File: config.mk
export PLATFORM = sky130hd
export DESIGN_NAME = hbc_unit
export DESIGN_NICKNAME = d
export VERILOG_FILES = /design/src/rtl/hbc_pkg.sv /design/src/rtl/hbc_decode.sv /design/src/rtl/hbc_seq.sv /design/src/rtl/hbc_unit.sv
export SDC_FILE = /design/constraint.sdc
export NUM_CORES = 1
export LEC_CHECK = 0
export BUFFER_PORTS_ARGS = -buffer_cell sky130_fd_sc_hd__buf_2
export CAP_MARGIN = 20
export CORE_AREA = 2 2 119 121
export CTS_CLUSTER_DIAMETER = 60
export DETAILED_ROUTE_END_ITERATION = 10
export DIE_AREA = 0 0 121 123
export HOLD_SLACK_MARGIN = 0.15
export PLACE_DENSITY = 0.7
export RECOVER_POWER = 100
export SLEW_MARGIN = 20
export SYNTH_ARGS = -nofsm -noshare
export SYNTH_HDL_FRONTEND = slang
export SYNTH_SLANG_ARGS = --single-unit
File: constraint.sdc
create_clock -name clk -period 2.4 [get_ports clk]
set_input_delay 0.36 -clock clk [delete_from_list [all_inputs] [get_ports clk]]
set_output_delay 0.36 -clock clk [all_outputs]
set_load 0.1 [all_outputs]
File: src/rtl/hbc_pkg.sv
package hbc_pkg;

   typedef struct packed {
      logic acq;
      logic rel;
      logic tag_chk;
      logic priv;
      logic const_time;
   } hbc_attr_t;

   typedef enum logic [2:0] {
      S_IDLE  = 3'd0,
      S_RD    = 3'd1,
      S_RWAIT = 3'd2,
      S_WR    = 3'd3,
      S_DONE  = 3'd4
   } hbc_state_t;

endpackage

File: src/rtl/hbc_decode.sv
module hbc_decode
   import hbc_pkg::*;
#(
   parameter int ADDR_W        = 64,
   parameter int IDX_W         = 5,
   parameter int EL_W          = 2,
   parameter int SP_ALIGN_LOG2 = 4,
   parameter int HW_W          = 16
) (
   input  logic [IDX_W-1:0]  dst_idx,
   input  logic [IDX_W-1:0]  base_idx,
   input  logic [ADDR_W-1:0] base_val,
   input  logic [ADDR_W-1:0] sp_val,
   input  logic              acq_bit,
   input  logic              rel_bit,
   input  logic [EL_W-1:0]   el,
   input  logic              dit,
   output logic [ADDR_W-1:0] addr,
   output hbc_attr_t         attr,
   output logic              fault_sp,
   output logic              fault_align
);

   localparam logic [IDX_W-1:0] ZR_IDX = {IDX_W{1'b1}};
   localparam int HW_LOG2 = $clog2(HW_W / 8);

   logic use_sp;
   logic dst_is_zr;

   assign use_sp    = (base_idx == ZR_IDX);
   assign dst_is_zr = (dst_idx == ZR_IDX);
   assign addr      = use_sp ? sp_val : base_val;

   always_comb begin
      attr            = '0;
      attr.acq        = acq_bit && !dst_is_zr;
      attr.rel        = rel_bit;
      attr.tag_chk    = !use_sp;
      attr.priv       = (el != '0);
      attr.const_time = dit;
   end

   generate
      if (SP_ALIGN_LOG2 == 0) begin : g_sp_nochk
         assign fault_sp = 1'b0;
      end else begin : g_sp_chk
         assign fault_sp = use_sp && (sp_val[SP_ALIGN_LOG2-1:0] != '0);
      end
   endgenerate

   generate
      if (HW_LOG2 == 0) begin : g_al_nochk
         assign fault_align = 1'b0;
      end else begin : g_al_chk
         assign fault_align = (addr[HW_LOG2-1:0] != '0);
      end
   endgenerate

endmodule

File: src/rtl/hbc_seq.sv
module hbc_seq
   import hbc_pkg::*;
#(
   parameter int ADDR_W = 64,
   parameter int IDX_W  = 5,
   parameter int HW_W   = 16,
   parameter int OUT_W  = 32
) (
   input  logic              clk,
   input  logic              rst_n,
   input  logic              req_valid,
   output logic              req_ready,
   input  logic [HW_W-1:0]   opnd,
   input  logic [IDX_W-1:0]  dst_idx,
   input  logic [ADDR_W-1:0] dec_addr,
   input  hbc_attr_t         dec_attr,
   input  logic              dec_fault_sp,
   input  logic              dec_fault_align,
   output logic              mem_rd_req,
   input  logic              mem_rd_gnt,
   input  logic              mem_rd_rvalid,
   input  logic [HW_W-1:0]   mem_rd_data,
   output logic              mem_wr_req,
   input  logic              mem_wr_gnt,
   output logic [HW_W-1:0]   mem_wr_data,
   output logic [ADDR_W-1:0] mem_addr,
   output logic              mem_lock,
   output hbc_attr_t         mem_attr,
   output logic              done,
   output logic [OUT_W-1:0]  done_wdata,
   output logic              done_we,
   output logic [IDX_W-1:0]  done_dst,
   output logic              done_fault_sp,
   output logic              done_fault_align
);

   localparam logic [IDX_W-1:0] ZR_IDX = {IDX_W{1'b1}};

   hbc_state_t        state;
   logic [ADDR_W-1:0] addr_q;
   hbc_attr_t         attr_q;
   logic [HW_W-1:0]   opnd_q;
   logic [HW_W-1:0]   old_q;
   logic [IDX_W-1:0]  dst_q;
   logic              fsp_q;
   logic              fal_q;
   logic              we_q;
   logic              accept;
   logic              any_fault;

   assign req_ready = (state == S_IDLE);
   assign accept    = req_valid && req_ready;
   assign any_fault = dec_fault_sp || dec_fault_align;

   always_ff @(posedge clk) begin
      if (!rst_n) begin
         state  <= S_IDLE;
         addr_q <= '0;
         attr_q <= '0;
         opnd_q <= '0;
         old_q  <= '0;
         dst_q  <= '0;
         fsp_q  <= 1'b0;
         fal_q  <= 1'b0;
         we_q   <= 1'b0;
      end else begin
         case (state)
            S_IDLE: if (accept) begin
               addr_q <= dec_addr;
               attr_q <= dec_attr;
               opnd_q <= opnd;
               old_q  <= '0;
               dst_q  <= dst_idx;
               fsp_q  <= dec_fault_sp;
               fal_q  <= dec_fault_align;
               we_q   <= !any_fault && (dst_idx != ZR_IDX);
               state  <= any_fault ? S_DONE : S_RD;
            end
            S_RD:    if (mem_rd_gnt) state <= S_RWAIT;
            S_RWAIT: if (mem_rd_rvalid) begin
               old_q <= mem_rd_data;
               state <= S_WR;
            end
            S_WR:    if (mem_wr_gnt) state <= S_DONE;
            S_DONE:  state <= S_IDLE;
            default: state <= S_IDLE;
         endcase
      end
   end

   assign mem_rd_req  = (state == S_RD);
   assign mem_wr_req  = (state == S_WR);
   assign mem_lock    = (state == S_RD) || (state == S_RWAIT) || (state == S_WR);
   assign mem_addr    = addr_q;
   assign mem_attr    = attr_q;
   assign mem_wr_data = old_q & ~opnd_q;

   assign done             = (state == S_DONE);
   assign done_wdata       = {{(OUT_W-HW_W){1'b0}}, old_q};
   assign done_we          = done && we_q;
   assign done_dst         = dst_q;
   assign done_fault_sp    = done && fsp_q;
   assign done_fault_align = done && fal_q;

   AST_LOCK_COVERS_REQ: assert property (@(posedge clk) disable iff (!rst_n)
      (mem_rd_req || mem_wr_req) |-> mem_lock);
   AST_LOCK_HOLD: assert property (@(posedge clk) disable iff (!rst_n)
      (mem_lock && !(mem_wr_req && mem_wr_gnt)) |=> mem_lock);
   AST_ATTR_STABLE: assert property (@(posedge clk) disable iff (!rst_n)
      (mem_lock && !(mem_wr_req && mem_wr_gnt)) |=> $stable({mem_attr, mem_addr}));
   AST_DONE_PULSE: assert property (@(posedge clk) disable iff (!rst_n)
      done |=> !done);
   AST_BUSY_NOT_READY: assert property (@(posedge clk) disable iff (!rst_n)
      (mem_lock || done) |-> !req_ready);
   AST_FAULT_NO_MEM: assert property (@(posedge clk) disable iff (!rst_n)
      (accept && any_fault) |=> (!mem_lock && done));
   AST_FAULT_NO_WB: assert property (@(posedge clk) disable iff (!rst_n)
      (done_fault_sp || done_fault_align) |-> (!done_we && done_wdata == '0));
   AST_ZR_NO_WB: assert property (@(posedge clk) disable iff (!rst_n)
      (done && done_dst == ZR_IDX) |-> !done_we);
   AST_ZR_NO_ACQ: assert property (@(posedge clk) disable iff (!rst_n)
      (mem_lock && dst_q == ZR_IDX) |-> !mem_attr.acq);

endmodule

File: src/rtl/hbc_unit.sv
module hbc_unit
   import hbc_pkg::*;
#(
   parameter int ADDR_W        = 64,
   parameter int IDX_W         = 5,
   parameter int EL_W          = 2,
   parameter int HW_W          = 16,
   parameter int OUT_W         = 32,
   parameter int SP_ALIGN_LOG2 = 4
) (
   input  logic              clk,
   input  logic              rst_n,
   input  logic              req_valid,
   output logic              req_ready,
   input  logic [HW_W-1:0]   req_opnd,
   input  logic [IDX_W-1:0]  req_dst_idx,
   input  logic [IDX_W-1:0]  req_base_idx,
   input  logic [ADDR_W-1:0] req_base_val,
   input  logic [ADDR_W-1:0] req_sp_val,
   input  logic              req_acq,
   input  logic              req_rel,
   input  logic [EL_W-1:0]   req_el,
   input  logic              req_dit,
   output logic              mem_rd_req,
   input  logic              mem_rd_gnt,
   input  logic              mem_rd_rvalid,
   input  logic [HW_W-1:0]   mem_rd_data,
   output logic              mem_wr_req,
   input  logic              mem_wr_gnt,
   output logic [HW_W-1:0]   mem_wr_data,
   output logic [ADDR_W-1:0] mem_addr,
   output logic              mem_lock,
   output logic              mem_acq,
   output logic              mem_rel,
   output logic              mem_tag_chk,
   output logic              mem_priv,
   output logic              mem_const_time,
   output logic              done,
   output logic [OUT_W-1:0]  done_wdata,
   output logic              done_we,
   output logic [IDX_W-1:0]  done_dst,
   output logic              done_fault_sp,
   output logic              done_fault_align
);

   generate
      if (HW_W < 8 || (HW_W % 8) != 0) begin : g_bad_hw
         $error("hbc_unit: HW_W must be a whole number of bytes");
      end
      if (OUT_W < HW_W) begin : g_bad_out
         $error("hbc_unit: OUT_W must be at least HW_W");
      end
      if (SP_ALIGN_LOG2 < 0 || SP_ALIGN_LOG2 >= ADDR_W) begin : g_bad_sp
         $error("hbc_unit: SP_ALIGN_LOG2 out of range");
      end
      if (IDX_W < 1) begin : g_bad_idx
         $error("hbc_unit: IDX_W must be positive");
      end
   endgenerate

   logic [ADDR_W-1:0] dec_addr;
   hbc_attr_t         dec_attr;
   hbc_attr_t         mem_attr;
   logic              dec_fault_sp;
   logic              dec_fault_align;

   hbc_decode #(
      .ADDR_W        (ADDR_W),
      .IDX_W         (IDX_W),
      .EL_W          (EL_W),
      .SP_ALIGN_LOG2 (SP_ALIGN_LOG2),
      .HW_W          (HW_W)
   ) u_decode (
      .dst_idx     (req_dst_idx),
      .base_idx    (req_base_idx),
      .base_val    (req_base_val),
      .sp_val      (req_sp_val),
      .acq_bit     (req_acq),
      .rel_bit     (req_rel),
      .el          (req_el),
      .dit         (req_dit),
      .addr        (dec_addr),
      .attr        (dec_attr),
      .fault_sp    (dec_fault_sp),
      .fault_align (dec_fault_align)
   );

   hbc_seq #(
      .ADDR_W (ADDR_W),
      .IDX_W  (IDX_W),
      .HW_W   (HW_W),
      .OUT_W  (OUT_W)
   ) u_seq (
      .clk              (clk),
      .rst_n            (rst_n),
      .req_valid        (req_valid),
      .req_ready        (req_ready),
      .opnd             (req_opnd),
      .dst_idx          (req_dst_idx),
      .dec_addr         (dec_addr),
      .dec_attr         (dec_attr),
      .dec_fault_sp     (dec_fault_sp),
      .dec_fault_align  (dec_fault_align),
      .mem_rd_req       (mem_rd_req),
      .mem_rd_gnt       (mem_rd_gnt),
      .mem_rd_rvalid    (mem_rd_rvalid),
      .mem_rd_data      (mem_rd_data),
      .mem_wr_req       (mem_wr_req),
      .mem_wr_gnt       (mem_wr_gnt),
      .mem_wr_data      (mem_wr_data),
      .mem_addr         (mem_addr),
      .mem_lock         (mem_lock),
      .mem_attr         (mem_attr),
      .done             (done),
      .done_wdata       (done_wdata),
      .done_we          (done_we),
      .done_dst         (done_dst),
      .done_fault_sp    (done_fault_sp),
      .done_fault_align (done_fault_align)
   );

   assign mem_acq        = mem_attr.acq;
   assign mem_rel        = mem_attr.rel;
   assign mem_tag_chk    = mem_attr.tag_chk;
   assign mem_priv       = mem_attr.priv;
   assign mem_const_time = mem_attr.const_time;

endmodule

---- After elaboration in Yosys (flattened, before gate mapping) ----
Index checks and enable logic that the tools add are counted.
storage, ports and cells
  flip-flop bits (word level) ............. 112
  output and inout port bits .............. 130
operators by class
  eq/ne operators ......................... 11
  multiplexer cells ....................... 10
  bitwise logic cells ..................... 2
  reductions and logical operators ........ 20
operator list
  kind                  number
  $mux W64              1
  $mux W16              2
  $pmux W16 S2          1
  $and A16 B16 Y16      1
  $not A16 Y16          1
  $mux W3               5
  $pmux W3 S4           1
  $eq A5 B5 Y1 const B  2
  $logic_and A1 B1 Y1   7
  $eq A3 B2 Y1 const B  2
  $ne A5 B5 Y1 const B  1
  $ne A2 B1 Y1 const B  2
  $ne A2 B2 Y1 const B  2
  $reduce_and A4 Y1     1
  $reduce_bool A2 Y1    2
  $reduce_bool A4 Y1    1
  $eq A3 B1 Y1 const B  1
  $eq A3 B3 Y1 const B  1
  $logic_not A1 Y1      3
  $logic_not A3 Y1      1
  $logic_or A1 B1 Y1    3
  $reduce_and A3 Y1     1
  $reduce_and A2 Y1     1

---- Logic depth before layout (Yosys ltp) ----
Gate-level depths: netlist of run 1.
  word-level depth ........................ 6
  depth in mapped cells ................... 6
  gate-level depth less buffers ........... 4

---- By module ----
Synthesis of run 1 repeated with hierarchy kept, for this count alone.
second synthesis, totals
  cell total of the unflattened synthesis .. 588
  area total of the unflattened synthesis .. 5413.9 µm²
by module, submodules not included
  module      times used  cells an instance  area an instance (µm²)  sequential area each (µm²)
  hbc_seq     1           506                4410.5                  2242.2
  hbc_decode  1           82                 1003.5                  0.0

---- Least setup slack after synthesis of run 1 ----
No wires, ideal clock.
  path type ............................... register -> output
  from .................................... register u_seq.state[1]
  to ...................................... output req_ready
  arrival ................................. 2.680 ns
  setup slack ............................. -0.640 ns
  cell stages (with the launch flop) ...... 4
  path through ............................ dfxtp_1 > buf_2 > clkbuf_1 > nor3_1
on the way
  word-level cells in the longest chain between the ends .. 1
RTL lines
  element                   RTL line        source
  start: declaration        hbc_seq.sv:39   hbc_state_t state;
  start signal: assignment  hbc_seq.sv:77   state <= any_fault ? S_DONE : S_RD;
  $logic_not A3 Y1          hbc_seq.sv:51   assign req_ready = (state == S_IDLE);
  end: declaration          hbc_unit.sv:14  output logic req_ready,
No other way between the ends.

---- Final worst setup path of run 1 ----
  from .................................... register u_seq.state[2]
  to ...................................... output mem_rd_req
on the way
  word-level cells in the longest chain between the ends .. 1
RTL lines
  element           RTL line        source
  $eq A3 B1 Y1      hbc_seq.sv:91   assign mem_rd_req = (state == S_RD);
  end: declaration  hbc_unit.sv:24  output logic mem_rd_req,
No other way between the ends.

==> results of run 1 <==
-- power groups by stage --
stage	Combinational (mW)	Sequential [mW]	Clock, mW
after floorplan	0.575	3.04	0
final	1.83	2.08	1.56
after global placement	1.86	2.12	0
after global routing	1.91	2.10	1.67
after detailed placement	1.87	2.12	0
after CTS	1.87	2.08	1.59
-- flip-flops by register name, indices dropped and copies added, names as in the netlist --
register,cells
u_seq.mem_addr,64
u_seq.old_q,16
u_seq.opnd_q,16
u_seq.done_dst,5
u_seq.mem_attr,5
u_seq.state,3
u_seq.fsp_q,1
u_seq.we_q,1
-- critical path, stage by stage, from the launching register on --
cell      delay [ps]
dfxtp_1          310
clkbuf_1         240
nand2b_1         270
nor2_1           150
clkbuf_2         490
-- through the flow --
stage | power (mW) | area (um^2) | hold slack, ps | instances | setup WS [ps]
finish | 5.47 | 6630 | 265 | 1001 | 232
global placement | 3.98 | 6470 | 449 | 986 | 622
detailed placement | 3.99 | 6470 | 459 | 986 | 510
floorplan | 3.62 | 4980 | 435 | 566 | 111
CTS | 5.54 | 6770 | 251 | 1000 | 281
global route | 5.68 | 6630 | 251 | 1001 | 133
-- final cells by class --
class	instances	area, um^2	area share (%)
Inverter	1	3.75	0.0566
Multi-Input combinational cell	390	2430	36.7
Tap cell	180	225	3.40
Antenna cell	1	2.50	0.0378
Clock inverter	4	72.6	1.09
Clock buffer	10	229	3.45
Timing Repair Buffer	304	1440	21.8
Sequential cell	111	2220	33.5
-- path summary, 6_finish.rpt --
check	from	to	slack, ps	cells past startpoint
min	req_opnd[12]	u_seq.opnd_q[12]	270	3
max reg2reg	u_seq.state[2]	u_seq.old_q[4]	400	6
min reg2reg	u_seq.done_dst[3]	u_seq.done_dst[3]	470	2
max	u_seq.state[2]	mem_rd_req	230	4
-- synthesized netlist by cell type (all sizes together) --
cell type / instances
a21boi: 39
a21o: 1
a21oi: 64
a221oi: 1
a22oi: 2
a31o: 1
a31oi: 1
and2: 2
and3: 5
buf: 43
clkbuf: 21
conb: 1
dfxtp: 111
inv: 1
mux2: 2
mux2i: 64
nand2: 67
nand2b: 1
nand3: 3
nand4: 16
nor2: 10
nor2b: 20
nor3: 2
nor3b: 2
nor4b: 1
o21a: 1
o21ai: 67
or4: 1
or4b: 1
-- layer usage --
| layer | vias up | GRT usage [%] |
|---|---|---|
| li1 | 2428 | - |
| met1 | 2127 | 21.4 |
| met2 | 219 | 31.8 |
| met3 | 14 | 6.96 |
| met4 | 4 | 6.03 |
| met5 | - | 0 |
-- cell families (layout without fill, tap and decap cells) --
| logic type | Yosys count | after routing |
|---|---|---|
| simple gates | 131 | 131 |
| buf+inv | 65 | 319 |
| mux | 66 | 66 |
| other cells | 1 | 17 |
| flops | 111 | 111 |
| compound gates | 177 | 177 |
==> reports/qor.txt, run 1 <==
Final routed DRC violation total: 0
Top cell type's share of synthesized area: 45.5%
Sequential area share after synthesis: 45.5%
Internal: 3.21 mW
Wire length of the first global-routing pass: 21800 um
Nets: 998
TritonCTS clock tree: done
Mux cell area share after synthesis: 13.6%
Layout cells sized above 1: 28.4%
Chip width: 121 um
Area of the mapped netlist: 4880 um^2
Highest metal used: met5
Commonest cells after routing, fill and taps aside: buf_2 (180), dfxtp_1 (111), clkbuf_1 (108)
Total wire length: 14800 um
Final setup TNS: 0 ps
Sw power: 2.26 mW
CTS Buf Count: 9
Synthesis-to-finish area growth: 35.8%
Max-Cap Viols: 0
Num Clock Sinks: 111
Xor/xnor cell area share of the yosys netlist: 0%
Yosys warns: 0
Num rows: 43
Via count: 4792
Critical path arrival: 1810 ps
Top cells by area, synth: dfxtp_1 (46%), mux2i_1 (13%), o21ai_0 (6.8%)
Initial antenna violation count: 3
Syn avg cell area: 8.86 um^2
Met3 WL: 1580 um
Antenna Nets Post-Route: 0
Final worst-path cycle share: 90.3%
Setup Viol. Count Final: 0
Main combinational cell family by area after synthesis: compound AO/OA/AOI/OAI gates
Final hold viol count: 0
Register bit total from synthesis: 111
Fill cells: 1423
Max VDD drop: 452 uV
Vias per cell: 4.79
Metal-1 WL: 5830 um
Hold-fix buffers at CTS: 0
Die area: 14900 um^2
PwrDens: 825 nW/um^2
H-tree depth: 3
1st-pass router iterations: 4
Cell taking the most area after synthesis: dfxtp_1
Clk pwr share: 28.5%
Post-Syn Instances: 551
Worst Setup Start Kind: flop
Crit Path Category: flop to output pin
DR WL met2: 7210 um
Final core occ: 48.7%
DR iter-0 viols: 240
Post-synthesis compound-gate area fraction: 20.5%
Share of total power in combinational logic: 33.4%
WP data required: 2040 ps
CTS Root Cell: clkbuf_16
Fmax: 461 MHz
Switch share: 41.2%
Clock-pin slew on the worst setup and hold paths: 70 ps
GRT overflow: 0
Worst-Skew Late Latency: 340 ps
Core Region: 13600 um^2
Final GP Congestion: 0.762
P_leak: 3.19 nW
Max_slew headroom: 17.1%
DR WL/cell: 14.8 um
Starting Density: 35.8%
Post-layout min period: 2170 ps
HPWL Detailed: 11300 um
Io pins: 311
RSZ-0062 raised after global routing: false
Adder-cell share of the synthesized area: 0%
All-Layer GR Usage: 18.6%
Die extent in y: 123 um
Outcome: complete, no violations
Pin count of the biggest net entering global routing: 97
Min-Delay Path Class: input pin to flop
Crit end category: output pin
Most common cell after layout, fill and taps aside: buf_2
Post-Synth Simple-Gate Area: 13.2%
Count of different cell masters after synthesis: 31
Final Skew: 8.32 ps
Post-CTS Setup Bufs: 0
Port Buffer Count: 294
CTS Buffer Depth: 2
Max-slew violations: 0
Worst Tran Pin Value: 1250 ps
Register share of total power: 38.1%
# resized after CTS: 0
CP max FO: 10
Vias in the first global route: 4308
No activity file was read; power rests on OpenSTA's default activity.
==> inputs of run 2 (changes only) <==
ABC_AREA = 1   (was unset)
CORE_AREA = 2 2 122 124   (was 2 2 119 121)
DIE_AREA = 0 0 124 126   (was 0 0 121 123)
GPL_TIMING_DRIVEN = 0   (was unset)
PLACE_DENSITY = 0.69   (was 0.7)
==> reports/qor.txt, run 2 <==
CP max FO: 3 (-7)
Hold-fix buffers at CTS: 0 (unchanged)
Port Buffer Count: 293 (-0.34%)
Num Clock Sinks: 111 (unchanged)
Max-slew violations: 0 (unchanged)
Min-Delay Path Class: input pin to flop
Reg2reg start: u_seq.state[0]
All-Layer GR Usage: 20.7% (+2.2 points)
Io pins: 311 (unchanged)
Nets: 1229 (+23%)
Final hold viol count: 0 (unchanged)
Max VDD drop: 893 uV (+98%)
Most common cell after layout, fill and taps aside: nand2_1
Vias in the first global route: 5147 (+19%)
RSZ-0062 raised after global routing: false
Sequential area share after synthesis: 42.9% (-2.7 points)
Setup WS post-layout: 318 ps (+86.2 ps)
Register bit total from synthesis: 111 (unchanged)
H-tree depth: 3 (unchanged)
Hold depth: 3 (unchanged)
1st-pass router iterations: 4 (unchanged)
Flop-to-flop setup slack: 430 ps (+30 ps)
Final core occ: 49.7% (+0.97 points)
Count of different cell masters after synthesis: 26 (-16%)
Vias per cell: 4.51 (-5.7%)
Total wire length: 16400 um (+11%)
TritonCTS clock tree: done
Worst Tran Pin Value: 1270 ps (+17.5 ps)
DR iter-0 viols: 193 (-20%)
Final routed DRC violation total: 0 (unchanged)
Fmax: 480 MHz (+4.1%)
DR WL/cell: 13.2 um (-10%)
Chip width: 124 um (+2.5%)
Die extent in y: 126 um (+2.4%)
Final worst-path cycle share: 86.8% (-3.6 points)
Wire length of the first global-routing pass: 25400 um (+16%)
Antenna Nets Post-Route: 0 (unchanged)
Top cell type's share of synthesized area: 42.9% (-2.7 points)
WHS: 247 ps (-18.4 ps)
Worst Setup Start Kind: flop
Cell with the most instances after synthesis: nand2_1
Outcome: complete, no violations
PwrDens: 1480 nW/um^2 (+80%)
Post-synth ARST share: 0% (unchanged)
P_leak: 3.55 nW (+11%)
Pin count of the biggest net entering global routing: 19 (-80%)
Yosys warns: 0 (unchanged)
R2R depth: 9 (+3)
Crit Path Category: flop to output pin
Starting Density: 36.2% (+0.37 points)
Hold Startpoint: req_opnd[9]
HPWL Detailed: 12800 um (+14%)
Syn avg cell area: 7.11 um^2 (-20%)
Post-CTS Setup Bufs: 0 (unchanged)
Post-layout min period: 2080 ps (-86.2 ps)
Antenna diodes: 0 (-1)
Cell taking the most area after synthesis: dfxtp_1
Core Region: 14300 um^2 (+5.2%)
Synth top cells by count: nand2_1 (210), dfxtp_1 (111), inv_1 (89), nand3_1 (87), o211ai_1 (64)
Synth Flop Type: dfxtp_1
Largest register FFs: 64 (unchanged)
Post-synth EDFFs: 0 (unchanged)
Setup Viol. Count Final: 0 (unchanged)
Layout cells sized above 1: 25.8% (-2.6 points)
Crit end category: output pin
Hold Path Sink: u_seq.opnd_q[9]
DP Worst Slack: 645 ps (+136 ps)
Post-Syn Instances: 729 (+32%)
Max-Cap Viols: 0 (unchanged)
Max_slew headroom: 16.0% (-1.2 points)
Commonest cells after routing, fill and taps aside: nand2_1 (212), buf_2 (189), clkbuf_1 (130)
GRT overflow: 0 (unchanged)
WP data required: 2040 ps (about the same)
Via count: 5584 (+17%)
# resized after CTS: 0 (unchanged)
Final GP Congestion: 0.861 (+13%)
Critical path arrival: 1720 ps (-90 ps)
CTS Buf Count: 9 (unchanged)
Top cells by area, synth: dfxtp_1 (43%), nand2_1 (15%), o211ai_1 (9.3%)
Die area: 15600 um^2 (+5.0%)
Worst-Skew Late Latency: 350 ps (about the same)
Area of the mapped netlist: 5180 um^2 (+6.3%)
Clock-pin slew on the worst setup and hold paths: 80 ps (about the same)
Worst R2R End: u_seq.mem_addr[38]
Final setup TNS: 0 ps (unchanged)
CTS Buffer Depth: 2 (unchanged)
Num rows: 44 (+2.3%)
Final Skew: 10.9 ps (+2.55 ps)
Synthesis-to-finish area growth: 37.1%
CTS Root Cell: clkbuf_16
Initial antenna violation count: 0 (-3)
Total Power: 10.5 mW (+93%)
## run 2: changes by cell type after synthesis, sizes merged, moves of 25 or more
cell | before | now
nand2 | 67 | 214
inv | 1 | 100
nand3 | 3 | 88
mux2i | 64 | 0
o211ai | 0 | 64
o21ai | 67 | 4
a21boi | 39 | 0
nor2 | 10 | 35
## run 2: logic make-up (layout without fill, tap and decap cells)
group	count (synthesis)	count (layout)	share of synthesized area (%)
flops	111	111	42.9
simple gates	338	338	27.6
other cells	1	16	0.0723
compound gates	114	114	14.1
buf+inv	165	474	15.3
## run 2: area by class of cell
type | count | area (um^2)
Fill cell | 1563 | 7200
Multi-Input combinational cell | 468 | 2250
Sequential cell | 111 | 2220
Timing Repair Buffer | 293 | 1330
Buffer | 64 | 397
Inverter | 101 | 380
Clock buffer | 11 | 233
Tap cell | 184 | 230
Clock inverter | 5 | 66.3
## run 2: how the worst max path moves through the flow
stage	start	endpoint	slack [ps]	cells after the start
6_report	u_seq.old_q[5]	mem_wr_data[5]	320	3
3_5_place_dp	req_base_idx[4]	u_seq.mem_addr[19]	650	9
4_1_cts	u_seq.state[1]	mem_wr_req	430	3
2_1_floorplan	u_seq.state[1]	u_seq.state[1]	9	7
3_3_place_gp	req_base_idx[4]	u_seq.mem_addr[13]	660	9
5_1_grt	u_seq.state[0]	u_seq.mem_addr[38]	170	9
## run 2: critical path, stage by stage (launching register included)
cell and delay [ps]:
dfxtp_1 350, inv_1 60, nor2_2 90, clkbuf_1 870
## run 2: stage by stage
stage                     cell area, um^2  instances
after floorplan                      5280        744
after global placement               6980       1221
after detailed placement             6980       1221
after CTS                            7280       1237
after global routing                 7110       1237
final                                7110       1237
## run 2: layer usage
metal	global-route usage, %	vias to the layer above	share of wire [%]
met2	35.9	222	48
met4	7.34	0	2.2
li1	-	2933	-
met1	25.5	2403	43
met3	3.76	26	7.1
met5	0	-	0
## run 2: power breakdown
part	internal (mW)	switching [mW]
Combinational	1.08	5.26
Clock	0.824	0.698
Sequential	2.36	0.316
Total	4.26	6.27
==> inputs of run 3 (changes only) <==
CORE_AREA = 2 2 120 122   (was 2 2 122 124)
CTS_BUF_LIST = sky130_fd_sc_hd__clkbuf_8   (was unset)
DIE_AREA = 0 0 122 124   (was 0 0 124 126)
PLACE_DENSITY = 0.71   (was 0.69)
==> reports/qor.txt, run 3 (synthesis gave the netlist of run 2 again) <==
Vias per cell: 4.60 (+1.9%)
Fmax: 472 MHz (-1.7%)
Max-slew violations: 0 (unchanged)
Commonest cells after routing, fill and taps aside: nand2_1 (213), buf_2 (190), clkbuf_1 (120)
GRT overflow: 0 (unchanged)
Crit. Startpoint: u_seq.old_q[9]
Crit end category: output pin
CTS Root Cell: clkbuf_8
Io pins: 311 (unchanged)
Nets: 1229 (unchanged)
Critical path, cell by cell: inv_1 -> nor2_2 -> clkbuf_1
Initial antenna violation count: 0 (unchanged)
Register share of total power: 26.4% (+1.0 points)
WP data required: 2040 ps (about the same)
Post-CTS Setup Bufs: 0 (unchanged)
Clk pwr share: 11.3% (-3.2 points)
Synthesis-to-finish area growth: 34.9%
Most common cell after layout, fill and taps aside: nand2_1
Num Clock Sinks: 111 (unchanged)
Critical Path Stages: 3 (unchanged)
Final Skew: 19.0 ps (+8.13 ps)
Slowest cell delay on critical path: 880 ps (about the same)
WP buf/inv: 2 (unchanged)
All-Layer GR Usage: 21.3% (+0.53 points)
Worst Tran Pin Value: 1220 ps (-41.3 ps)
CP max FO: 3 (unchanged)
Reg2reg start: u_seq.state[2]
Share of total power in combinational logic: 62.2% (+2.1 points)
Port Buffer Count: 293 (unchanged)
Top delay family on crit path: buffers and inverters
CTS Buf Count: 9 (unchanged)
Layout cells sized above 1: 26.1% (+0.31 points)
Final GP Congestion: 0.841 (-2.3%)
Chip width: 122 um (-1.6%)
Internal: 3.94 mW (-7.5%)
P_leak: 3.54 nW (-0.46%)
Min-Delay Path Class: input pin to flop
Final worst-path cycle share: 88.2% (+1.5 points)
Pin count of the biggest net entering global routing: 17 (-2)
Hold-fix buffers at CTS: 0 (unchanged)
Highest metal used: met4
H-tree depth: 3 (unchanged)
Vias in the first global route: 5219 (+1.4%)
Sw power: 6.16 mW (-1.8%)
Die area: 15100 um^2 (-3.2%)
Final hold viol count: 0 (unchanged)
Worst-Skew Late Latency: 370 ps (+20 ps)
Num rows: 43 (-2.3%)
Max_slew headroom: 18.7% (+2.7 points)
DR iter-0 viols: 286 (+48%)
Starting Density: 37.8% (+1.6 points)
WHS: 220 ps (-26.7 ps)
RSZ-0062 raised after global routing: false
Wire length of the first global-routing pass: 25400 um (unchanged)
1st-pass router iterations: 4 (unchanged)
HPWL Detailed: 12800 um (+0.28%)
Max-Cap Viols: 0 (unchanged)
Final routed DRC violation total: 0 (unchanged)
Fill cells: 1518 (-2.9%)
Crit Path Category: flop to output pin
Critical path arrival: 1760 ps (+40 ps)
Hold Startpoint: req_opnd[13]
Worst R2R End: u_seq.mem_addr[8]
Post-layout min period: 2120 ps (+35.8 ps)
Setup Viol. Count Final: 0 (unchanged)
Worst Setup Start Kind: flop
CTS Buffer Depth: 2 (unchanged)
Antenna Nets Post-Route: 0 (unchanged)
DR WL/cell: 13.1 um (-0.79%)
Clock-pin slew on the worst setup and hold paths: 100 ps (+20 ps)
Switch share: 61.0% (+1.4 points)
Final core occ: 51.0% (+1.3 points)
Core Region: 13700 um^2 (-4.2%)
Outcome: complete, no violations
Largest register FFs: 64 (unchanged)
# resized after CTS: 0 (unchanged)
Final setup TNS: 0 ps (unchanged)
R2R depth: 9 (unchanged)
Max VDD drop: 876 uV (-1.8%)
CP endpoint: mem_wr_data[9]
Total wire length: 16200 um (-1.2%)
Met3 WL: 1220 um (+4.5%)
Slowest CP cell: clkbuf_1
Via count: 5669 (+1.5%)
DR WL met2: 7770 um (-0.50%)
Flop-to-flop setup slack: 360 ps (-70 ps)
PwrDens: 1440 nW/um^2 (-2.5%)
Die extent in y: 124 um (-1.6%)
Metal-1 WL: 6840 um (-2.6%)
TritonCTS clock tree: done
Antenna diodes: 0 (unchanged)
-- run 3: cell count changes in the layout (fill, tap and decap cells not counted), sizes merged --
cell / delta
clkinv: +3
clkinvlp: -2
inv: -2
buf: -1
clkbuf: +1
-- run 3: metrics by stage --
| step | setup slack (ps) | std cells | area (um^2) | power [mW] |
|---|---|---|---|---|
| 2_1_floorplan | 8.67 | 744 | 5280 | 8.08 |
| 3_3_place_gp | 652 | 1217 | 6970 | 9.23 |
| 3_5_place_dp | 632 | 1217 | 6970 | 9.24 |
| 4_1_cts | 387 | 1232 | 7170 | 10.4 |
| 5_1_grt | 175 | 1232 | 6990 | 10.6 |
| 6_report | 282 | 1232 | 6990 | 10.1 |
-- run 3: worst min path at each step --
stage,to,slack (ps),depth (start not counted)
floorplan,u_seq.we_q,440,2
global placement,u_seq.mem_attr[4],450,2
detailed placement,u_seq.mem_attr[0],450,2
CTS,u_seq.opnd_q[5],190,3
global route,u_seq.opnd_q[13],200,3
finish,u_seq.opnd_q[13],220,3
-- run 3: tightest hold or removal path, delay by kind of cell --
kind                   cells  cell delay (ps)
buffers and inverters      1               90
AOI/OAI and AO/OA          1               50
and+or+nand+nor            1               50
-- run 3: cell type report --
cell class	instances	area [um^2]	share of cell area (%)
Clock buffer	11	151	2.16
Buffer	64	387	5.53
Sequential cell	111	2220	31.8
Clock inverter	4	46.3	0.662
Timing Repair Buffer	293	1340	19.2
Multi-Input combinational cell	468	2240	32.0
Inverter	101	382	5.46
Tap cell	180	225	3.22
-- run 3: power by group through the flow --
| stage | clock network (mW) | registers (mW) | logic [mW] |
|---|---|---|---|
| 3_5_place_dp | 0 | 2.68 | 6.56 |
| 4_1_cts | 1.18 | 2.66 | 6.56 |
| 6_report | 1.14 | 2.67 | 6.29 |
| 3_3_place_gp | 0 | 2.69 | 6.54 |
| 5_1_grt | 1.24 | 2.73 | 6.63 |
| 2_1_floorplan | 0 | 5.66 | 2.42 |
-- run 3: routing by layer --
metal | up-vias | global-route usage (%)
li1 | 2933 | -
met5 | - | 0
met2 | 216 | 36.3
met4 | 0 | 8.19
met1 | 2496 | 26.3
met3 | 24 | 4.49
